<file path="config.mk">
export PLATFORM = sky130hd
export DESIGN_NAME = pic_cmd_if
export DESIGN_NICKNAME = d
export VERILOG_FILES = /design/src/rtl/pic_cmd_pkg.sv /design/src/rtl/pic_prio_find.sv /design/src/rtl/pic_trig_reg.sv /design/src/rtl/pic_cmd_if.sv
export SDC_FILE = /design/constraint.sdc
export NUM_CORES = 1
export LEC_CHECK = 0
export ABC_CLOCK_PERIOD_IN_PS = 9900
export CORE_ASPECT_RATIO = 0.5
export CORE_UTILIZATION = 35
export DETAILED_ROUTE_END_ITERATION = 16
export GPL_ROUTABILITY_DRIVEN = 0
export PLACE_DENSITY = 0.61
export SYNTH_ARGS = -nofsm -noshare
export SYNTH_HDL_FRONTEND = slang
export SYNTH_HIERARCHICAL = 1
export SYNTH_SLANG_ARGS = --single-unit
export TNS_END_PERCENT = 30
</file>
<file path="constraint.sdc">
create_clock -name clk -period 9.9 [get_ports clk]
set_input_delay 1.98 -clock clk [delete_from_list [all_inputs] [get_ports clk]]
set_output_delay 1.98 -clock clk [all_outputs]
set_load 0.005 [all_outputs]
</file>
<file path="src/rtl/pic_cmd_pkg.sv">
package pic_cmd_pkg;
   typedef enum logic [1:0] {
      ST_RUN  = 2'd0,
      ST_BASE = 2'd1,
      ST_W3   = 2'd2,
      ST_W4   = 2'd3
   } init_st_t;

   localparam logic [2:0] CMD_RAE0  = 3'd0;
   localparam logic [2:0] CMD_NSEOI = 3'd1;
   localparam logic [2:0] CMD_NOP   = 3'd2;
   localparam logic [2:0] CMD_SEOI  = 3'd3;
   localparam logic [2:0] CMD_RAE1  = 3'd4;
   localparam logic [2:0] CMD_RNEOI = 3'd5;
   localparam logic [2:0] CMD_SETPR = 3'd6;
   localparam logic [2:0] CMD_RSEOI = 3'd7;
endpackage

</file>
<file path="src/rtl/pic_prio_find.sv">
module pic_prio_find #(
   parameter int N  = 8,
   parameter int IW = $clog2(N)
) (
   input  logic [N-1:0]  vec,
   input  logic [IW-1:0] base,
   output logic          found,
   output logic [IW-1:0] idx,
   output logic [IW:0]   rank
);
   logic [IW-1:0] j;
   always_comb begin
      found = 1'b0;
      idx   = '0;
      rank  = (IW+1)'(N);
      j     = '0;
      for (int k = N - 1; k >= 0; k--) begin
         j = base + IW'(k);
         if (vec[j]) begin
            found = 1'b1;
            idx   = j;
            rank  = (IW+1)'(k);
         end
      end
   end
endmodule

</file>
<file path="src/rtl/pic_trig_reg.sv">
module pic_trig_reg #(
   parameter int N         = 8,
   parameter bit IS_MASTER = 1'b1
) (
   input  logic         clk,
   input  logic         rst_n,
   input  logic         we,
   input  logic [N-1:0] wdata,
   output logic [N-1:0] q
);
   logic [N-1:0] wmask;
   generate
      if (IS_MASTER) begin : g_master
         assign wmask = N'(8'hF8);
      end else begin : g_slave
         assign wmask = N'(8'hDE);
      end
   endgenerate

   always_ff @(posedge clk or negedge rst_n) begin
      if (!rst_n)  q <= '0;
      else if (we) q <= wdata & wmask;
   end
endmodule

</file>
<file path="src/rtl/pic_cmd_if.sv">
module pic_cmd_if
   import pic_cmd_pkg::*;
#(
   parameter int N_IN       = 8,
   parameter int DATA_W     = 8,
   parameter bit IS_MASTER  = 1'b1,
   parameter int CASCADE_IN = 2
) (
   input  logic              clk,
   input  logic              rst_n,
   input  logic              addr,
   input  logic [DATA_W-1:0] wdata,
   input  logic              wr_en,
   input  logic              rd_en,
   input  logic              trig_we,
   input  logic [N_IN-1:0]   req_vec,
   input  logic [N_IN-1:0]   isr_vec,
   output logic [DATA_W-1:0] rdata,
   output logic [N_IN-1:0]   mask_o,
   output logic [DATA_W-1:0] vec_base,
   output logic [$clog2(N_IN)-1:0] rot_base,
   output logic [N_IN-1:0]   trig_mode,
   output logic              auto_eoi,
   output logic              rot_aeoi,
   output logic              spec_nest,
   output logic              spec_mask,
   output logic              init_clr,
   output logic [N_IN-1:0]   isr_clr,
   output logic [N_IN-1:0]   irr_clr
);
   localparam int IW = $clog2(N_IN);

   generate
      if (N_IN != (1 << IW) || N_IN != DATA_W || DATA_W < 8) begin : g_bad_cfg
         $error("pic_cmd_if: N_IN must be a power of two equal to DATA_W (>= 8)");
      end
      if (CASCADE_IN >= N_IN) begin : g_bad_casc
         $error("pic_cmd_if: CASCADE_IN out of range");
      end
   endgenerate

   init_st_t      st_q;
   logic          need4_q, poll_q, rsel_q;

   logic wr_cmd, wr_dat, is_init, is_mode, is_ocw;
   logic [2:0] cmd;
   assign wr_cmd  = wr_en & ~addr;
   assign wr_dat  = wr_en & addr;
   assign is_init = wr_cmd & wdata[4];
   assign is_mode = wr_cmd & ~wdata[4] & wdata[3];
   assign is_ocw  = wr_cmd & ~wdata[4] & ~wdata[3];
   assign cmd     = wdata[7:5];

   // priority resolution against the current rotation base
   logic [N_IN-1:0] req_eff, isr_eff, nest_excl;
   assign nest_excl = (IS_MASTER && spec_nest) ? (N_IN'(1) << CASCADE_IN) : '0;
   assign req_eff   = req_vec & ~mask_o;
   assign isr_eff   = isr_vec & ~nest_excl;

   logic          rq_found, is_found, eo_found;
   logic [IW-1:0] rq_idx, is_idx, eo_idx;
   logic [IW:0]   rq_rank, is_rank, eo_rank;

   pic_prio_find #(.N(N_IN), .IW(IW)) u_req (
      .vec(req_eff), .base(rot_base), .found(rq_found), .idx(rq_idx), .rank(rq_rank));
   pic_prio_find #(.N(N_IN), .IW(IW)) u_cur (
      .vec(isr_eff), .base(rot_base), .found(is_found), .idx(is_idx), .rank(is_rank));
   pic_prio_find #(.N(N_IN), .IW(IW)) u_eoi (
      .vec(isr_vec), .base(rot_base), .found(eo_found), .idx(eo_idx), .rank(eo_rank));

   logic win_ok;
   assign win_ok = rq_found && (rq_rank < is_rank);

   pic_trig_reg #(.N(N_IN), .IS_MASTER(IS_MASTER)) u_trig (
      .clk(clk), .rst_n(rst_n), .we(trig_we), .wdata(wdata), .q(trig_mode));

   always_comb begin
      if (poll_q)
         rdata = win_ok ? DATA_W'(rq_idx) : DATA_W'(N_IN - 1);
      else if (addr)
         rdata = mask_o;
      else
         rdata = rsel_q ? isr_vec : req_vec;
   end

   always_ff @(posedge clk or negedge rst_n) begin
      if (!rst_n) begin
         st_q      <= ST_RUN;
         need4_q   <= 1'b0;
         poll_q    <= 1'b0;
         rsel_q    <= 1'b0;
         mask_o    <= '0;
         vec_base  <= '0;
         rot_base  <= '0;
         auto_eoi  <= 1'b0;
         rot_aeoi  <= 1'b0;
         spec_nest <= 1'b0;
         spec_mask <= 1'b0;
         init_clr  <= 1'b0;
         isr_clr   <= '0;
         irr_clr   <= '0;
      end else begin
         init_clr <= 1'b0;
         isr_clr  <= '0;
         irr_clr  <= '0;
         if (is_init) begin
            st_q      <= ST_BASE;
            need4_q   <= wdata[0];
            poll_q    <= 1'b0;
            rsel_q    <= 1'b0;
            mask_o    <= '0;
            vec_base  <= '0;
            rot_base  <= '0;
            auto_eoi  <= 1'b0;
            rot_aeoi  <= 1'b0;
            spec_nest <= 1'b0;
            spec_mask <= 1'b0;
            init_clr  <= 1'b1;
         end else if (is_mode) begin
            if (wdata[2]) poll_q    <= 1'b1;
            if (wdata[1]) rsel_q    <= wdata[0];
            if (wdata[6]) spec_mask <= wdata[5];
         end else if (is_ocw) begin
            unique case (cmd)
               CMD_RAE0, CMD_RAE1: rot_aeoi <= wdata[7];
               CMD_NSEOI, CMD_RNEOI: begin
                  if (eo_found) begin
                     isr_clr <= N_IN'(1) << eo_idx;
                     if (cmd == CMD_RNEOI) rot_base <= eo_idx + IW'(1);
                  end
               end
               CMD_SEOI:  isr_clr  <= N_IN'(1) << wdata[IW-1:0];
               CMD_SETPR: rot_base <= wdata[IW-1:0] + IW'(1);
               CMD_RSEOI: begin
                  isr_clr  <= N_IN'(1) << wdata[IW-1:0];
                  rot_base <= wdata[IW-1:0] + IW'(1);
               end
               CMD_NOP: ;
               default: ;
            endcase
         end
         if (wr_dat) begin
            unique case (st_q)
               ST_RUN:  mask_o <= wdata;
               ST_BASE: begin
                  vec_base <= {wdata[DATA_W-1:IW], {IW{1'b0}}};
                  st_q     <= ST_W3;
               end
               ST_W3:   st_q <= need4_q ? ST_W4 : ST_RUN;
               ST_W4: begin
                  spec_nest <= wdata[4];
                  auto_eoi  <= wdata[1];
                  st_q      <= ST_RUN;
               end
               default: st_q <= ST_RUN;
            endcase
         end
         if (rd_en && poll_q) begin
            poll_q <= 1'b0;
            if (win_ok) begin
               isr_clr <= N_IN'(1) << rq_idx;
               irr_clr <= N_IN'(1) << rq_idx;
            end
         end
      end
   end
endmodule

</file>
==> results.py <==
metrics = {
    "drt": {
        "top_layer": "met4",
        "drt_wl_total_mm": 13.73,
        "drt-met1-wl_mm": 6.667,
        "vias_per_cell": 5.734,
        "drtIter0Drc": 470,
        "drc": 0,
        "antenna_left": 0,
        "vias": 4427,
        "wl_per_cell_um": 17.78,
        "dr_wl_met3_um": 560,
        "dr.pass1.iters": 5,
        "dr_wl_met2_mm": 6.357,
    },
    "placed_design": {
        "hpwl_mm": 10.09,
        "portBuffers": 82,
        "post-place-ws_ps": 2200,
    },
    "sta": {
        "hold_viol": 0,
        "slew_headroom_pct": 44.62,
        "fmax_mhz": 130.1,
        "layout_min_cycle_time_ps": 7687,
        "rsz0062_at_grt": "no",
        "tightest_slew_ps": 830.7,
        "fin_worst_skew_ps": 3.146,
        "maxSlewViolCount": 0,
        "postLayoutSetupSlackWorst_ps": 2213,
        "period_share_pct": 77.64,
        "tns_ps": 0,
        "setup_viol": 0,
    },
    "setup_path": {
        "critPathRequiredTime_ps": 7920,
        "crit_type": "in2out",
        "worstPathMaxFanout": 9,
        "r2r-end": "isr_clr[4]",
        "start_kind": "primary input",
        "cp-end-kind": "output port",
        "worstRegToRegCells": 13,
        "cp_data_arrival_time_ps": 5710,
        "ff2ff_setup_slack_ps": 5230,
        "worstReg2RegStart": "rot_base[0]",
    },
    "clock_network": {
        "hold_buffers": 0,
        "clock_path_buffers": 2,
        "cts.clk_slew.worst_paths_ps": 60,
        "cts_root_buf": "clkbuf_16",
        "tritoncts": "done",
        "postCtsResizedCells": 0,
        "clock_sinks": 50,
        "post_cts_buffers": 0,
        "cts_buffers": 5,
        "htreeDepth": 2,
        "worst_skew_pair.late_latency_ps": 280,
    },
    "final_layout": {
        "final_nets": 619,
        "seq_area_mm2": 0.001252,
        "fill_cells": 1351,
        "multiInputGateArea_mm2": 0.003491,
        "syn_to_final_growth_pct": 19.57,
        "final_util_pct": 43.72,
        "diodes": 0,
        "drive_gt1_share_pct": 11.90,
    },
    "run_status": {
        "status": "finished clean",
    },
    "pwr": {
        "p_per_area_mw_per_mm2": 331.8,
        "ir_worst_vdd_mv": 0.1582,
        "p_leak_nw": 2.421,
    },
    "hold_path": {
        "hold_end": "vec_base[0]",
        "min_path_type": "reg2reg",
        "hold_start": "vec_base[0]",
        "holdPathStages": 1,
    },
    "die": {
        "start_util_pct": 36.57,
        "die_h_um": 87.06,
        "ioPinCount": 86,
        "rows": 30,
        "die_area_mm2": 0.01499,
        "die_w_um": 172.1,
        "core_area_mm2": 0.01385,
    },
    "global_routing": {
        "antenna_found_initial": 0,
        "grt_max_degree": 51,
        "grt_pass1_vias": 4185,
        "grtUsageTotal_pct": 18.85,
        "overflow": 0,
        "grt_first_pass_wirelength_mm": 22.23,
    },
    "synth": {
        "syn_inst": 517,
        "ys_warn_count": 6,
        "synth.avg_cell_area_um2": 9.797,
        "synth_area_mm2": 0.005065,
    },
    "job": {
        "max-cap-violations": 0,
    },
}
==> how the worst max path moves through the flow <==
| stage | from | end | depth (start not counted) |
|---|---|---|---|
| 2_1_floorplan | req_vec[6] | rdata[0] | 12 |
| 3_3_place_gp | isr_vec[2] | rdata[0] | 14 |
| 3_5_place_dp | isr_vec[2] | rdata[1] | 14 |
| 4_1_cts | isr_vec[2] | rdata[1] | 14 |
| 5_1_grt | isr_vec[2] | rdata[1] | 14 |
| 6_report | isr_vec[2] | rdata[1] | 14 |
==> metrics by stage <==
step	cells	cell area, um^2	total power, mW	hold slack [ps]
floorplan	519	5072	1.471	478.2
global placement	764	5919	1.816	468.7
detailed placement	764	5919	1.824	474.3
CTS	772	6056	1.998	492.6
global route	772	6056	2.168	503.2
finish	772	6056	2.009	485.6
==> layer usage <==
layer / up-vias / track usage [%]
met4: 0 / 3.862
met3: 9 / 1.999
met2: 117 / 30.68
met1: 2204 / 27.13
met5: - / 0
li1: 2097 / -
==> registers in the layout, summed over array words and instances (netlist names) <==
name       count
irr_clr        8
isr_clr        8
mask_o         8
vec_base       8
u_trig/q       5
rot_base       3
st_q           2
auto_eoi       1
init_clr       1
need4_q        1
poll_q         1
rot_aeoi       1
rsel_q         1
spec_mask      1
spec_nest      1
==> where the power goes <==
part           internal, mW  switching (mW)  total [mW]  leakage (nW)
combinational         0.688           0.824        1.51          1.70
sequential            0.248          0.0854       0.334         0.658
clock                0.0941          0.0692       0.163        0.0652
total                  1.03           0.979        2.01          2.42
==> layout by cell type (no fill, tap or decap), types with 9 or more instances in the layout <==
master / n
and3_1: 9
mux2_2: 12
mux2i_1: 36
inv_1: 24
a21oi_1: 32
nand2_1: 45
o21ai_0: 37
a22oi_1: 10
clkdlybuf4s50_1: 81
nor2_1: 37
mux4_2: 15
nor2b_1: 14
nand2b_1: 11
dfrtp_1: 49
a22o_1: 14
a31oi_1: 10
mux4_1: 18
o22ai_1: 12
ha_1: 10
==> worst max-delay path: stages <==
cell and delay [ps]:
clkdlybuf4s50_1 580, nor2b_1 280, mux4_2 580, a2111oi_4 380
a31oi_2 80, a21oi_1 140, o311a_1 150, inv_1 40
ha_1 280, o211ai_2 170, o211a_1 250, nand2_1 110
o22a_1 230, clkdlybuf4s50_1 440
==> final cells by class <==
class / count / area share (%)
inverters: 24 / 1.488
multi-input cells: 412 / 57.64
well taps: 192 / 3.967
flip-flops and latches: 50 / 20.68
repair buffers: 86 / 13.97
clock buffers: 8 / 2.252
Power figures use the tool's default switching activity.
